--- src/rtl/refresh_seq_pkg.sv ---
`timescale 1ns/1ps
// refresh_seq_pkg: shared types and helpers for the refresh sequencer.
// Assumes: all timing parameters are positive integers in nanoseconds.
package refresh_seq_pkg;

    typedef enum logic [2:0] {
        ST_IDLE,
        ST_REF,
        ST_GAP,
        ST_SR_ENTER,
        ST_SR_HOLD,
        ST_SR_EXIT
    } seq_state_e;

    typedef struct packed {
        logic cs_n;
        logic ras_n;
        logic cas_n;
        logic we_n;
        logic cke;
    } dram_pins_t;

    // Integer division rounded toward the next integer.
    function automatic int unsigned div_ceil(input int unsigned num, input int unsigned den);
        return (num + den - 1) / den;
    endfunction

    // Counter width for values 0..v-1, never below one bit.
    function automatic int unsigned width_for(input int unsigned v);
        return (v < 2) ? 1 : $clog2(v);
    endfunction

endpackage

--- src/rtl/refresh_interval_timer.sv ---
`timescale 1ns/1ps
// refresh_interval_timer: free-running down counter that flags one cycle
// every PERIOD_CYC cycles. A restart holds it at its reload value.
// Assumes: PERIOD_CYC >= 2.
module refresh_interval_timer
    import refresh_seq_pkg::*;
#(
    parameter int unsigned PERIOD_CYC = 3120
) (
    input  logic clk,
    input  logic rst_n,
    input  logic restart_i,
    output logic due_o
);
    localparam int unsigned CW = width_for(PERIOD_CYC);
    localparam logic [CW-1:0] RELOAD = CW'(PERIOD_CYC - 1);

    logic [CW-1:0] cnt_q;

    // Count down, reloading at zero or on restart.
    always_ff @(posedge clk) begin
        if (!rst_n) begin
            cnt_q <= RELOAD;
        end else if (restart_i || (cnt_q == '0)) begin
            cnt_q <= RELOAD;
        end else begin
            cnt_q <= cnt_q - 1'b1;
        end
    end

    // Expiry flag for the cycle in which the count sits at zero.
    always_comb begin
        due_o = (cnt_q == '0) && !restart_i;
    end

    AST_TIMER_IN_RANGE: assert property (@(posedge clk) disable iff (!rst_n)
        cnt_q <= RELOAD);

endmodule

--- src/rtl/refresh_spacing_counter.sv ---
`timescale 1ns/1ps
// refresh_spacing_counter: loadable down counter used to time NOP windows.
// It stops at zero and reports zero combinationally.
// Assumes: load values never exceed MAX_CYC - 1.
module refresh_spacing_counter
    import refresh_seq_pkg::*;
#(
    parameter int unsigned MAX_CYC = 14,
    localparam int unsigned CW = width_for(MAX_CYC)
) (
    input  logic          clk,
    input  logic          rst_n,
    input  logic          load_i,
    input  logic [CW-1:0] load_val_i,
    output logic          zero_o
);
    logic [CW-1:0] cnt_q;

    // Load on request, otherwise count down to zero and hold.
    always_ff @(posedge clk) begin
        if (!rst_n) begin
            cnt_q <= '0;
        end else if (load_i) begin
            cnt_q <= load_val_i;
        end else if (cnt_q != '0) begin
            cnt_q <= cnt_q - 1'b1;
        end
    end

    // Zero flag for the sequencer.
    always_comb begin
        zero_o = (cnt_q == '0);
    end

    AST_SPACING_LOAD_FITS: assert property (@(posedge clk) disable iff (!rst_n)
        load_i |-> (load_val_i < CW'(MAX_CYC)));

endmodule

--- src/rtl/refresh_cmd_encoder.sv ---
`timescale 1ns/1ps
// refresh_cmd_encoder: maps the sequencer state to the DRAM pin levels.
// Assumes: idle, gap and exit cycles all carry NOP with clock enable high.
module refresh_cmd_encoder
    import refresh_seq_pkg::*;
(
    input  seq_state_e state_i,
    output dram_pins_t pins_o
);
    // One pin pattern per state.
    always_comb begin
        unique case (state_i)
            ST_REF:      pins_o = '{cs_n: 1'b0, ras_n: 1'b0, cas_n: 1'b0, we_n: 1'b1, cke: 1'b1};
            ST_SR_ENTER: pins_o = '{cs_n: 1'b0, ras_n: 1'b0, cas_n: 1'b0, we_n: 1'b1, cke: 1'b0};
            ST_SR_HOLD:  pins_o = '{cs_n: 1'b1, ras_n: 1'b1, cas_n: 1'b1, we_n: 1'b1, cke: 1'b0};
            default:     pins_o = '{cs_n: 1'b0, ras_n: 1'b1, cas_n: 1'b1, we_n: 1'b1, cke: 1'b1};
        endcase
    end
endmodule

--- src/rtl/refresh_sequencer.sv ---
`timescale 1ns/1ps
// refresh_sequencer: owes refreshes on a timer (one per interval, or a
// full burst per retention window), asks the controller for the bus,
// issues them with row-cycle NOP spacing, and runs self-refresh entry,
// hold and exit (with a post-exit burst in burst mode).
// Assumes: the controller only raises ref_grant_i when it issues nothing
// itself, and keeps off the pins while busy_o is high.
module refresh_sequencer
    import refresh_seq_pkg::*;
#(
    parameter int unsigned CLK_PERIOD_NS   = 5,
    parameter int unsigned TRC_NS          = 70,
    parameter int unsigned REFI_NS         = 15600,
    parameter int unsigned BURST_WINDOW_NS = 16000000,
    parameter bit          BURST_MODE      = 1'b0,
    parameter int unsigned BURST_COUNT     = 1024
) (
    input  logic clk,
    input  logic rst_n,
    input  logic banks_idle_i,
    input  logic sr_req_i,
    input  logic ref_grant_i,
    output logic ref_req_o,
    output logic busy_o,
    output logic cs_n_o,
    output logic ras_n_o,
    output logic cas_n_o,
    output logic we_n_o,
    output logic cke_o
);
    localparam int unsigned TRC_CYC      = div_ceil(TRC_NS, CLK_PERIOD_NS);
    localparam int unsigned SPACE_MAX    = (TRC_CYC < 2) ? 2 : TRC_CYC;
    localparam int unsigned SCW          = width_for(SPACE_MAX);
    localparam int unsigned INTERVAL_CYC = BURST_MODE ? (BURST_WINDOW_NS / CLK_PERIOD_NS)
                                                      : (REFI_NS / CLK_PERIOD_NS);
    localparam logic [SCW-1:0] GAP_LOAD  = SCW'(SPACE_MAX - 2);
    localparam logic [SCW-1:0] EXIT_LOAD = SCW'(SPACE_MAX - 1);

    seq_state_e state_q, state_d;
    dram_pins_t pins;
    logic       pending_q;
    logic       cke_prev_q;
    logic       due;
    logic       space_zero;
    logic       space_load;
    logic [SCW-1:0] space_val;
    logic       go;
    logic       in_sr_phase;
    logic       more_in_burst;
    logic       burst_load;
    logic       burst_step;

    // Start condition: idle, bus granted, banks idle, device awake, work owed.
    always_comb begin
        go = (state_q == ST_IDLE) && ref_grant_i && banks_idle_i && cke_prev_q
             && (pending_q || sr_req_i);
        in_sr_phase = (state_q == ST_SR_ENTER) || (state_q == ST_SR_HOLD)
                      || (state_q == ST_SR_EXIT);
    end

    refresh_interval_timer #(
        .PERIOD_CYC (INTERVAL_CYC)
    ) u_timer (
        .clk       (clk),
        .rst_n     (rst_n),
        .restart_i (in_sr_phase),
        .due_o     (due)
    );

    refresh_spacing_counter #(
        .MAX_CYC (SPACE_MAX)
    ) u_space (
        .clk        (clk),
        .rst_n      (rst_n),
        .load_i     (space_load),
        .load_val_i (space_val),
        .zero_o     (space_zero)
    );

    // Spacing loads: after a refresh command, and when leaving self refresh.
    always_comb begin
        space_load = (state_q == ST_REF) || ((state_q == ST_SR_HOLD) && !sr_req_i);
        space_val  = (state_q == ST_REF) ? GAP_LOAD : EXIT_LOAD;
        burst_load = (go && !sr_req_i) || ((state_q == ST_SR_EXIT) && space_zero);
        burst_step = (state_q == ST_GAP) && space_zero && more_in_burst;
    end

    // Burst bookkeeping only exists when burst mode is selected.
    generate
        if (BURST_MODE) begin : g_burst
            localparam int unsigned BCW = width_for(BURST_COUNT);
            logic [BCW-1:0] left_q;

            // Commands still to follow the current one in this burst.
            always_ff @(posedge clk) begin
                if (!rst_n) begin
                    left_q <= '0;
                end else if (burst_load) begin
                    left_q <= BCW'(BURST_COUNT - 1);
                end else if (burst_step) begin
                    left_q <= left_q - 1'b1;
                end
            end

            assign more_in_burst = (left_q != '0);
        end else begin : g_single
            assign more_in_burst = 1'b0;
        end
    endgenerate

    // Next-state selection.
    always_comb begin
        state_d = state_q;
        unique case (state_q)
            ST_IDLE:     if (go) state_d = sr_req_i ? ST_SR_ENTER : ST_REF;
            ST_REF:      state_d = ST_GAP;
            ST_GAP:      if (space_zero) state_d = more_in_burst ? ST_REF : ST_IDLE;
            ST_SR_ENTER: state_d = ST_SR_HOLD;
            ST_SR_HOLD:  if (!sr_req_i) state_d = ST_SR_EXIT;
            ST_SR_EXIT:  if (space_zero) state_d = BURST_MODE ? ST_REF : ST_IDLE;
            default:     state_d = ST_IDLE;
        endcase
    end

    // State, owed-refresh flag and previous clock enable.
    always_ff @(posedge clk) begin
        if (!rst_n) begin
            state_q    <= ST_IDLE;
            pending_q  <= 1'b0;
            cke_prev_q <= 1'b1;
        end else begin
            state_q    <= state_d;
            pending_q  <= (pending_q && !go) || due;
            cke_prev_q <= pins.cke;
        end
    end

    refresh_cmd_encoder u_enc (
        .state_i (state_q),
        .pins_o  (pins)
    );

    // Port drive.
    always_comb begin
        cs_n_o    = pins.cs_n;
        ras_n_o   = pins.ras_n;
        cas_n_o   = pins.cas_n;
        we_n_o    = pins.we_n;
        cke_o     = pins.cke;
        busy_o    = (state_q != ST_IDLE);
        ref_req_o = (state_q == ST_IDLE) && (pending_q || sr_req_i);
    end

    // Checker support: cycles since the last refresh command, saturating.
    logic is_ref_cmd;
    logic [SCW-1:0] since_ref_q;
    assign is_ref_cmd = !cs_n_o && !ras_n_o && !cas_n_o && we_n_o && cke_o;

    // Track distance between refresh commands for the spacing check.
    always_ff @(posedge clk) begin
        if (!rst_n) begin
            since_ref_q <= SCW'(SPACE_MAX - 1);
        end else if (is_ref_cmd) begin
            since_ref_q <= SCW'(1);
        end else if (since_ref_q < SCW'(SPACE_MAX - 1)) begin
            since_ref_q <= since_ref_q + 1'b1;
        end
    end

    AST_REF_AFTER_CKE_HIGH: assert property (@(posedge clk) disable iff (!rst_n)
        is_ref_cmd |-> $past(cke_o));
    AST_START_NEEDS_GRANT: assert property (@(posedge clk) disable iff (!rst_n)
        ((state_q == ST_REF || state_q == ST_SR_ENTER) && $past(state_q) == ST_IDLE)
        |-> $past(ref_grant_i && banks_idle_i));
    AST_REF_SPACING: assert property (@(posedge clk) disable iff (!rst_n)
        (is_ref_cmd && (TRC_CYC >= 2)) |-> (since_ref_q >= SCW'(TRC_CYC - 1)));
    AST_BUSY_WHILE_OWNING: assert property (@(posedge clk) disable iff (!rst_n)
        (is_ref_cmd || !cke_o) |-> busy_o);
    AST_SR_HOLD_CKE_LOW: assert property (@(posedge clk) disable iff (!rst_n)
        (!cke_o && $past(!cke_o)) |-> (cs_n_o || !$past(cs_n_o)));
    AST_EXIT_STARTS_NOP: assert property (@(posedge clk) disable iff (!rst_n)
        $rose(cke_o) |-> (!cs_n_o && ras_n_o && cas_n_o && we_n_o && busy_o));

endmodule

--- config.mk ---
export PLATFORM = sky130hd
export DESIGN_NAME = refresh_sequencer
export DESIGN_NICKNAME = d
export VERILOG_FILES = /design/src/rtl/refresh_seq_pkg.sv /design/src/rtl/refresh_interval_timer.sv /design/src/rtl/refresh_spacing_counter.sv /design/src/rtl/refresh_cmd_encoder.sv /design/src/rtl/refresh_sequencer.sv
export SDC_FILE = /design/constraint.sdc
export NUM_CORES = 1
export LEC_CHECK = 0
export BUFFER_PORTS_ARGS = -buffer_cell sky130_fd_sc_hd__buf_2
export CORE_MARGIN = 2
export CORE_UTILIZATION = 59
export DETAILED_ROUTE_END_ITERATION = 10
export HOLD_SLACK_MARGIN = 0.15
export PLACE_DENSITY = 0.78
export REMOVE_ABC_BUFFERS = 1
export SYNTH_ARGS = -nofsm -noshare
export SYNTH_HDL_FRONTEND = slang
export SYNTH_SLANG_ARGS = --single-unit
--- constraint.sdc ---
create_clock -name clk -period 3.3 [get_ports clk]
set_clock_uncertainty 0.2 [all_clocks]
set_input_delay 0.33 -clock clk [delete_from_list [all_inputs] [get_ports clk]]
set_output_delay 0.33 -clock clk [all_outputs]
set_load 0.01 [all_outputs]
Word level (Yosys, flattened, before mapping)
Cells that the tools add are included.
{ "totals": {"reg_bits": 21, "input_bits": 5, "word_cells": 51} }
{ "op_classes": {"addsub": 2, "eq_ne": 8, "mux": 9, "bitwise_logic": 1, "reduce_logical": 26} }
{ "ops": {"columns": ["op", "count"], "rows": [
  ["$pmux 3 s5", 1],
  ["$pmux 5 s3", 1],
  ["$logic_not 12->1", 1],
  ["$sub 12x1->12 const B", 1],
  ["$mux 3", 3],
  ["$logic_and 1x1->1", 8],
  ["$mux 4", 2],
  ["$eq 3x2->1 const B", 2],
  ["$eq 3x3->1 const B", 2],
  ["$logic_or 1x1->1", 6],
  ["$logic_not 4->1", 1],
  ["$ne 2x2->1 const B", 2],
  ["$reduce_bool 4->1", 1],
  ["$reduce_or 2->1", 2],
  ["$sub 4x1->4 const B", 1],
  ["$eq 3x1->1 const B", 1],
  ["$logic_not 1->1", 3],
  ["$logic_not 3->1", 1],
  ["$reduce_and 3->1", 1],
  ["$reduce_bool 3->1", 1],
  ["$mux 2", 1],
  ["$ne 2x1->1 const B", 1],
  ["$reduce_bool 2->1", 1],
  ["$mux 1", 1],
  ["$not 1->1", 1]
]} }

Depth between registers and ports, before layout
Gate-level depths: netlist of run 1.
{ "depth": {"depth_word": 8, "mapped_depth": 7} }

Cells and area by module
Synthesis of run 1 repeated with hierarchy kept, for this count alone.
{ "hier_totals": {"cells_unflattened": 123, "hier_area_um2": 1113.6} }
{ "modules_own_cells": {"columns": ["mod", "instances", "cells_each", "area_each_um2", "seq_area_each_um2"], "rows": [
  ["refresh_interval_timer", 1, 59, 550.5, 240.2],
  ["refresh_sequencer", 1, 34, 284.0, 100.1],
  ["refresh_spacing_counter", 1, 23, 230.2, 80.1],
  ["refresh_cmd_encoder", 1, 7, 48.8, 0.0]
]} }

Worst setup path after synthesis of run 1
No wires, ideal clock.
{ "synth_timing": {"kind": "register -> register", "start": "reg u_timer.cnt_q[4]", "end": "reg u_timer.cnt_q[11]", "setup_ns": 0.119, "t_arrival_ns": 1.517, "required_time_ns": 2.981, "slack_ns": 1.464, "stages_incl_launch_ff": 5, "synth_period_minus_slack_ns": 1.836, "path_cell_list": "dfxtp_1 > or4_4 > or3_4 > o31ai_1 > nand2_1"} }
{ "synth_between": {"elab_chain_len": 3, "elab_cells_between_ends": 4, "cone_classes": "1 x add/sub; 3 x reduce/logical"} }
{ "synth_rtl": {"columns": ["element", "line", "source"], "rows": [
  ["start, declared", "refresh_interval_timer.sv:18", "logic [CW-1:0] cnt_q;"],
  ["start signal, assigned", "refresh_interval_timer.sv:27", "cnt_q <= cnt_q - 1'b1;"],
  ["branches (longest 3 deep; another with $sub 12x1->12)", null, null]
]} }
Parallel ways; which one is timed is not known.
A chain may end at the register's enable or synchronous reset.

Worst setup path after layout of run 1
{ "layout_timing": {"start": "reg u_space.cnt_q[0]", "end": "reg state_q[0]"} }
{ "layout_between": {"elab_chain_len": 3} }
{ "layout_rtl": {"columns": ["element", "line", "source"], "rows": [
  ["start, declared", "refresh_spacing_counter.sv:17", "logic [CW-1:0] cnt_q;"],
  ["start signal, assigned", "refresh_spacing_counter.sv:24", "cnt_q <= load_val_i;"],
  ["start signal, assigned", "refresh_spacing_counter.sv:26", "cnt_q <= cnt_q - 1'b1;"],
  ["$logic_not 4->1", "refresh_spacing_counter.sv:32", "zero_o = (cnt_q == '0);"],
  ["$ne 2x1->1 (no source line)", null, null],
  ["$reduce_and 3->1 (no source line)", null, null],
  ["end signal, assigned", "refresh_sequencer.sv:132", "state_q <= state_d;"],
  ["end, declared", "refresh_sequencer.sv:39", "seq_state_e state_q, state_d;"]
]} }
Every way passes these cells.

==> results of run 1 <==
power groups by stage:
stage               logic, mW  clock network [mW]  registers (mW)
floorplan               0.126                   0           0.303
global placement        0.150                   0           0.307
detailed placement      0.156                   0           0.309
CTS                     0.158               0.124           0.303
global route            0.184               0.135           0.306
finish                  0.155               0.121           0.303
per-stage QoR:
stage               instance area (µm²)  total power [mW]  std cells
finish                             1102            0.5793        146
global route                       1102            0.6253        146
CTS                                1102            0.5852        146
detailed placement                 1066            0.4650        141
global placement                   1066            0.4575        141
floorplan                         994.7            0.4292        114
metal layers:
layer / share of wire (%) / track usage [%]
met4: 2.0 / 12.35
met1: 46 / 20.79
met3: 3.2 / 3.968
met5: 0 / 0
met2: 49 / 32.96
worst max-delay path by stage:
| stage | from | to | slack [ns] | cells past startpoint |
|---|---|---|---|---|
| final | u_space.cnt_q[0] | state_q[0] | 1.36 | 6 |
| after floorplan | u_timer.cnt_q[4] | u_timer.cnt_q[11] | 1.46 | 4 |
| after global routing | u_space.cnt_q[0] | state_q[0] | 1.18 | 6 |
| after detailed placement | u_space.cnt_q[0] | state_q[0] | 1.36 | 6 |
| after CTS | u_timer.cnt_q[4] | u_timer.cnt_q[11] | 1.34 | 4 |
| after global placement | u_timer.cnt_q[4] | u_timer.cnt_q[7] | 1.40 | 4 |
synthesized netlist by cell type (3+ instances only):
| library cell | count | area (µm²) |
|---|---|---|
| nor2_1 | 14 | 52.55 |
| nand2_1 | 7 | 26.28 |
| dfxtp_1 | 21 | 420.4 |
| o31ai_1 | 3 | 22.52 |
| ha_1 | 4 | 50.05 |
| clkbuf_1 | 4 | 15.01 |
| nand3_1 | 3 | 15.01 |
| a21oi_1 | 6 | 30.03 |
| o21ai_0 | 5 | 25.02 |
| inv_1 | 6 | 22.52 |
| nor3_1 | 5 | 25.02 |
| xnor2_1 | 5 | 43.79 |
flip-flops by register name, summed over array words and instances, names as in the netlist:
| name | count |
|---|---|
| pending_q | 1 |
| cke_prev_q | 1 |
| state_q | 3 |
| u_space.cnt_q | 4 |
| u_timer.cnt_q | 12 |
cells by family after synthesis:
kind of cell	Yosys count
mux	1
xor+xnor	6
compound gates	28
fa+ha+maj	4
flops	21
buf+inv	12
simple gates	47
other cells	1
final cells by class:
cell class,count,area (µm²),area share [%]
clock buffers,4,26.28,2.384
multi-input cells,87,551.8,50.06
well taps,17,21.27,1.930
repair buffers,11,60.06,5.448
flip-flops and latches,21,420.4,38.14
inverters,6,22.52,2.043
critical path, stage by stage (launching register included):
cell and delay [ns]:
dfxtp_1 0.32, inv_1 0.11, ha_1 0.17, nor3b_1 0.58, a21o_1 0.23, o32ai_1 0.08, and2_1 0.15
==> results.toml, run 1 <==
[min_path]
hold-path-cell-count = 4
worstHoldEndpoint = "pending_q"
hp-start = "ref_grant_i"
worst_hold_path_type = "input port to flop"

[drt]
vias_per_cell = 5.795
routed_wl_mm = 1.798
post_drt_wl_per_cell_um = 12.32
vias = 846
dr.pass1.iters = 4
final_antenna_net_count = 0
drtIter0Drc = 6
post-route-drc-count = 0

[global_route]
grt_pass1_wl_mm = 2.829
grtUsageTotal_pct = 19.08
antenna_found_initial = 0
grt_pass1_vias = 720
grt_max_degree = 12
gr-total-overflow = 0

[critical_path]
required_ns = 3.31
worstReg2RegStart = "u_space.cnt_q[0]"
start_kind = "flop"
rr_endpoint = "state_q[0]"
worstRegToRegCells = 6
setup.worst_path.end_class = "flop"
regToRegSetupSlack_ns = 1.36
crit_type = "flop to flop"
crit_fanout = 7
arrival_ns = 1.95

[synthesis]
synth_mux_area_share_pct = 0.9768
ys.flop_type = "dfxtp_1"
syn_area_um2 = 1025
yosys.area_share.simple_pct = 24.42
synth_edf_count = 0
ys_warn_count = 0
synth_compound_area_share_pct = 18.07
synth-seq-cells = 21
synth_cells = 120
synth-seq-area-share_pct = 41.03
synthXorXnorAreaFrac_pct = 5.128
synth-adder-area-share_pct = 4.884
async_flop_share_pct = 0
syn_avg_cell_area_um2 = 8.539
synth.distinct_cells = 40
synth_top_family_by_area = "simple AND/OR/NAND/NOR gates"

[die]
die_w_um = 45.68
ioPinCount = 12
rows = 15
chipHeight_um = 45.68
initial_core_util_pct = 61.35
core_um2 = 1670
die_area_um2 = 2086

[timing]
whs_ns = 0.2020
post-route-min-period_ns = 1.937
maxClockFrequency_ghz = 0.5164
slew-limit-headroom_pct = 53.59
maxSlewViolCount = 0
worstMarginPinSlew_ns = 0.6947
setup_viol = 0
period_share_pct = 58.69
rsz0062_at_grt = "no"
setup_slack_ns = 1.363
finalSetupTns_ns = 0
finalHoldViolCount = 0

[placed_design]
hpwl_mm = 1.339
gp_congestion = 0.8328
io_buffers = 10
dpl_worst_slack_ns = 1.361

[power]
seqPwrFrac_pct = 52.3
power_leakage_nw = 0.4327
ir_worst_vdd_mv = 0.3017
power.internal_uw = 399.6
power_density_nw_per_um2 = 525.6
p_sw_uw = 179.7
comb_power_share_pct = 26.8
sw_frac_of_total_pct = 31.02
power.share.clock_pct = 20.9

[finish]
fillers = 151
nNetsFinal = 139
final_core_util_pct = 65.99
final_common_cell = "dfxtp_1"
final_cell_mix = "21 x dfxtp_1, 14 x nor2_1, 10 x buf_2"
layout-drive-gt1-share_pct = 13.18
area_delta_synth_final_pct = 7.570
diodes = 0

[clocking]
cts_buffer_depth = 2
cts_max_level = 1
cts_sinks = 21
cts.hold.buffers_added = 1
cts_resized = 0
clk_pin_slew_worst_paths_ns = 0.11
cts_tree = "built"
root_buffer = "clkbuf_4"
clkLatencyLatePin_ns = 0.30
cts_buffers = 3
cts_setup_buffers = 0

[outcome]
outcome = "finished clean"

[flow_run]
maxCapViolCount = 0
Note: power is estimated with default switching activity, not from simulation.
==> inputs of run 2 (changes only) <==
CORE_UTILIZATION = 50   (was 59)
PLACE_DENSITY = 0.7   (was 0.78)
clock period = 1.7 ns   (was 3.3 ns; I/O delays follow)
==> results.toml, run 2 (same netlist as run 1, synthesis figures left out) <==
[timing]
post-route-min-period_ns = 1.857
finalHoldViolCount = 0
finalSetupTns_ns = -0.8806
maxClockFrequency_ghz = 0.5386
setup_slack_ns = -0.1567
period_share_pct = 109.2
rsz0062_at_grt = "yes"
maxSlewViolCount = 0
setup_viol = 13

[clocking]
clkLatencyLatePin_ns = 0.31
root_buffer = "clkbuf_4"
clk_pin_slew_worst_paths_ns = 0.12
cts_tree = "built"
cts_max_level = 1
cts_buffers = 3
cts_sinks = 21
cts_buffer_depth = 2

[die]
core_um2 = 1942
die_area_um2 = 2428
chipHeight_um = 49.27
die_w_um = 49.27
ioPinCount = 12
initial_core_util_pct = 52.77
rows = 16

[placed_design]
dpl_cell_area_um2 = 1221
place_inst = 170
gp_congestion = 0.8585
io_buffers = 10
hpwl_mm = 1.516

[global_route]
antenna_found_initial = 0
grt_max_degree = 13
grtUsageTotal_pct = 20.21
gr-total-overflow = 0
grt_pass1_vias = 873
grt_pass1_wl_mm = 3.795

[power]
ir_worst_vdd_mv = 0.6424
power_density_nw_per_um2 = 901.6
power.share.clock_pct = 19.0
power_leakage_nw = 0.5767
seqPwrFrac_pct = 46.7
sw_frac_of_total_pct = 32.63
power.internal_uw = 857.3
comb_power_share_pct = 34.3
p_total_mw = 1.273
p_sw_uw = 415.2

[critical_path]
arrival_ns = 1.92
crit_type = "flop to flop"
required_ns = 1.76
start_kind = "flop"
crit_fanout = 5
setup.worst_path.end_class = "flop"

[finish]
area_delta_synth_final_pct = 37.73
final_common_cell = "buf_4"
final_cell_area_um2 = 1411
diodes = 0
top_register = "u_timer.cnt_q"
layout-drive-gt1-share_pct = 40.00
top_regs = "u_timer.cnt_q (12), u_space.cnt_q (4), state_q (3)"
largest_reg_flops = 12
nNetsFinal = 165
fin_cells = 182
final_cell_mix = "22 x buf_4, 15 x dfxtp_1, 12 x nor2_1"

[drt]
drtIter0Drc = 12
post_drt_wl_per_cell_um = 13.45
vias_per_cell = 5.390
routed_wl_mm = 2.448
post-route-drc-count = 0
dr.pass1.iters = 4
vias = 981
final_antenna_net_count = 0

[min_path]
worst_hold_path_type = "flop to flop"

[outcome]
outcome = "complete, but fails checks"
violations = "negative setup slack"

[flow_run]
maxCapViolCount = 0
-- run 2: cell types whose count changed in the layout (fill, tap and decap cells not counted), sizes merged --
| cell | change |
|---|---|
| buf | +22 |
| clkinv | +1 |
| dlygate4sd3 | +3 |
-- run 2: metrics by stage --
stage,util (%),hold slack (ns),worst slack [ns]
floorplan,-,0.04367,-0.1362
global placement,62.89,0.1831,-0.09661
detailed placement,62.89,0.2016,-0.1429
CTS,68.69,0.2296,-0.1543
global route,72.68,0.2328,-0.2016
finish,72.68,0.2168,-0.1567
-- run 2: critical path, stage by stage, from the launching register on --
cell and delay [ns]:
dfxtp_2 0.34, or4_4 0.54, or3_4 0.38, a211o_1 0.28, nand3b_1 0.07
-- run 2: final timing paths --
path / start / end / slack, ns / cells after the start
worst max-delay path: u_timer.cnt_q[4] / u_timer.cnt_q[10] / -0.16 / 4
worst max register to register: u_timer.cnt_q[4] / u_timer.cnt_q[10] / -0.16 / 4
worst min register to register: u_timer.cnt_q[0] / u_timer.cnt_q[0] / 0.22 / 1
worst min-delay path: u_timer.cnt_q[0] / u_timer.cnt_q[0] / 0.22 / 1
-- run 2: area by class of cell --
cell class	count	area (µm²)
Fill cell	157	530.5
Inverter	6	22.52
Multi-Input combinational cell	87	628.1
Tap cell	27	33.78
Sequential cell	21	432.9
Timing Repair Buffer	37	266.5
Clock buffer	3	22.52
Clock inverter	1	5.005
-- run 2: layer usage --
| metal | share of wire, % | GRT usage [%] |
|---|---|---|
| met1 | 46 | 27.66 |
| met2 | 50 | 31.76 |
| met3 | 3.0 | 3.681 |
| met4 | 1.1 | 7.143 |
| met5 | 0 | 0 |
-- run 2: power groups by stage --
stage               sequential, mW  clock, mW  combinational (mW)
floorplan                    0.589          0               0.244
global placement             0.591          0               0.361
detailed placement           0.596          0               0.377
CTS                          0.585      0.252               0.390
global route                 0.601      0.276               0.485
finish                       0.594      0.242               0.437
-- run 2: timing repair --
action	in CTS	in global routing
endpoints found under the setup margin	17	18
pin swaps	0	4
hold buffers	4	0
endpoints found under the hold margin	14	0
buffers inserted	0	4
resized for setup	11	16
==> inputs of run 3 (changes only) <==
CORE_UTILIZATION = 53   (was 50)
CTS_BUF_LIST = sky130_fd_sc_hd__clkbuf_4   (was default)
PLACE_DENSITY = 0.73   (was 0.7)
==> results.toml, run 3 (same netlist as run 1, synthesis figures left out) <==
[critical_path]
path_cells = "or4_4 -> or3_4 -> a211o_1 -> nand3b_1"
start_kind = "flop"
required_ns = 1.76
crit_type = "flop to flop"
crit_start = "u_timer.cnt_q[4]"
worstRegToRegCells = 4
crit_family = "simple AND/OR/NAND/NOR gates"
setup.worst_path.end_class = "flop"
arrival_ns = 1.92
regToRegSetupSlack_ns = -0.15
cp_slowest_stage_delay_ns = 0.53
path_buf_inv = 0
worstReg2RegStart = "u_timer.cnt_q[4]"
worstSetupPathDepth = 4
crit_fanout = 5
crit_path_top_delay_cell = "or4_4"

[drt]
post-route-drc-count = 0
vias = 998
routed_wl_mm = 2.413
drtIter0Drc = 30
dr.pass1.iters = 4
vias_per_cell = 5.638
post_drt_wl_per_cell_um = 13.63
final_antenna_net_count = 0

[finish]
area_delta_synth_final_pct = 37.00
top_register = "u_timer.cnt_q"
top_regs = "u_timer.cnt_q (12), u_space.cnt_q (4), state_q (3)"
nNetsFinal = 162
final_common_cell = "buf_4"
final_cell_mix = "19 x buf_4, 17 x dfxtp_1, 12 x nor2_1"
largest_reg_flops = 12
fillers = 132
diodes = 0
final_cell_area_um2 = 1404
layout-drive-gt1-share_pct = 37.50

[timing]
setup_slack_ns = -0.1533
period_share_pct = 109.0
maxClockFrequency_ghz = 0.5396
whs_ns = 0.2842
post-route-min-period_ns = 1.853
rsz0062_at_grt = "yes"
setup_viol = 13
finalHoldViolCount = 0
maxSlewViolCount = 0

[power]
ir_worst_vdd_mv = 0.6186
power_density_nw_per_um2 = 872.0
power_leakage_nw = 0.5693
p_total_mw = 1.224

[clocking]
clk_pin_slew_worst_paths_ns = 0.12
root_buffer = "clkbuf_4"
cts_max_level = 1
cts_tree = "built"
cts_buffer_depth = 2
cts_buffers = 3
cts_sinks = 21
clkLatencyLatePin_ns = 0.31

[die]
core_um2 = 1764
chipHeight_um = 47.97
die_area_um2 = 2301
die_w_um = 47.97
ioPinCount = 12
initial_core_util_pct = 58.09
rows = 15

[global_route]
grt_pass1_vias = 933
antenna_found_initial = 0
grtUsageTotal_pct = 23.33
grt_max_degree = 13
grt_pass1_wl_mm = 3.663
gr-total-overflow = 0

[placed_design]
io_buffers = 10
hpwl_mm = 1.596
gp_congestion = 0.8375
dpl_worst_slack_ns = -0.1406
dpl_cell_area_um2 = 1204

[min_path]
hp-start = "u_timer.cnt_q[11]"
worst_hold_path_type = "flop to flop"
hold-path-cell-count = 2

[flow_run]
maxCapViolCount = 0

[outcome]
outcome = "complete, but fails checks"
violations = "negative setup slack"
-- run 3: cell types whose count changed in the layout (fill, tap and decap cells not counted), sizes merged --
cell    previous run  this run
buf               32        30
clkbuf             4         3
-- run 3: area by class of cell --
cell class	count	area [µm²]	area share [%]
clock buffer	3	22.52	1.604
timing repair buffer	34	252.7	18.00
inverter	6	22.52	1.604
clock inverter	1	5.005	0.3565
multi-input combinational	87	639.4	45.54
tap	25	31.28	2.228
sequential	21	430.4	30.66
-- run 3: layer usage --
metal / track usage (%) / wire length, µm
met4: 11.35 / 54
met2: 45.60 / 1309
met1: 22.81 / 978
met5: 0 / 0
met3: 4.528 / 70
-- run 3: power by group --
group	internal, mW	leakage [nW]	total, mW	switching (mW)
registers	0.546	0.174	0.589	0.0428
logic	0.202	0.378	0.393	0.191
clock network	0.0879	0.0177	0.242	0.155
-- run 3: through the flow --
step	utilization [%]	cells	TNS (ns)
6_report	79.57	177	-1.001
5_1_grt	79.57	177	-1.859
4_1_cts	75.82	174	-0.9093
3_5_place_dp	68.23	166	-1.301
3_3_place_gp	68.23	166	-0.7956
2_1_floorplan	-	114	-0.6146
-- run 3: path summary, 6_finish.rpt --
kind	end
setup / recovery	u_timer.cnt_q[10]
hold / removal	u_timer.cnt_q[11]
setup reg to reg	u_timer.cnt_q[10]
hold reg to reg	u_timer.cnt_q[11]
-- run 3: repair_timing --
action | CTS | global route
endpoints found under the hold margin | 14 | 0
pin swaps | 1 | 2
gates resized for setup | 14 | 10
hold buffers | 4 | 0
endpoints found under the setup margin | 15 | 16
setup buffers | 0 | 3
-- run 3: tightest hold or removal path, delay by kind of cell (launching register included) --
family,cells,cell delay [ns]
flip-flops,1,0.35
AO/OA/AOI/OAI,1,0.06
AND/OR/NAND/NOR,1,0.05
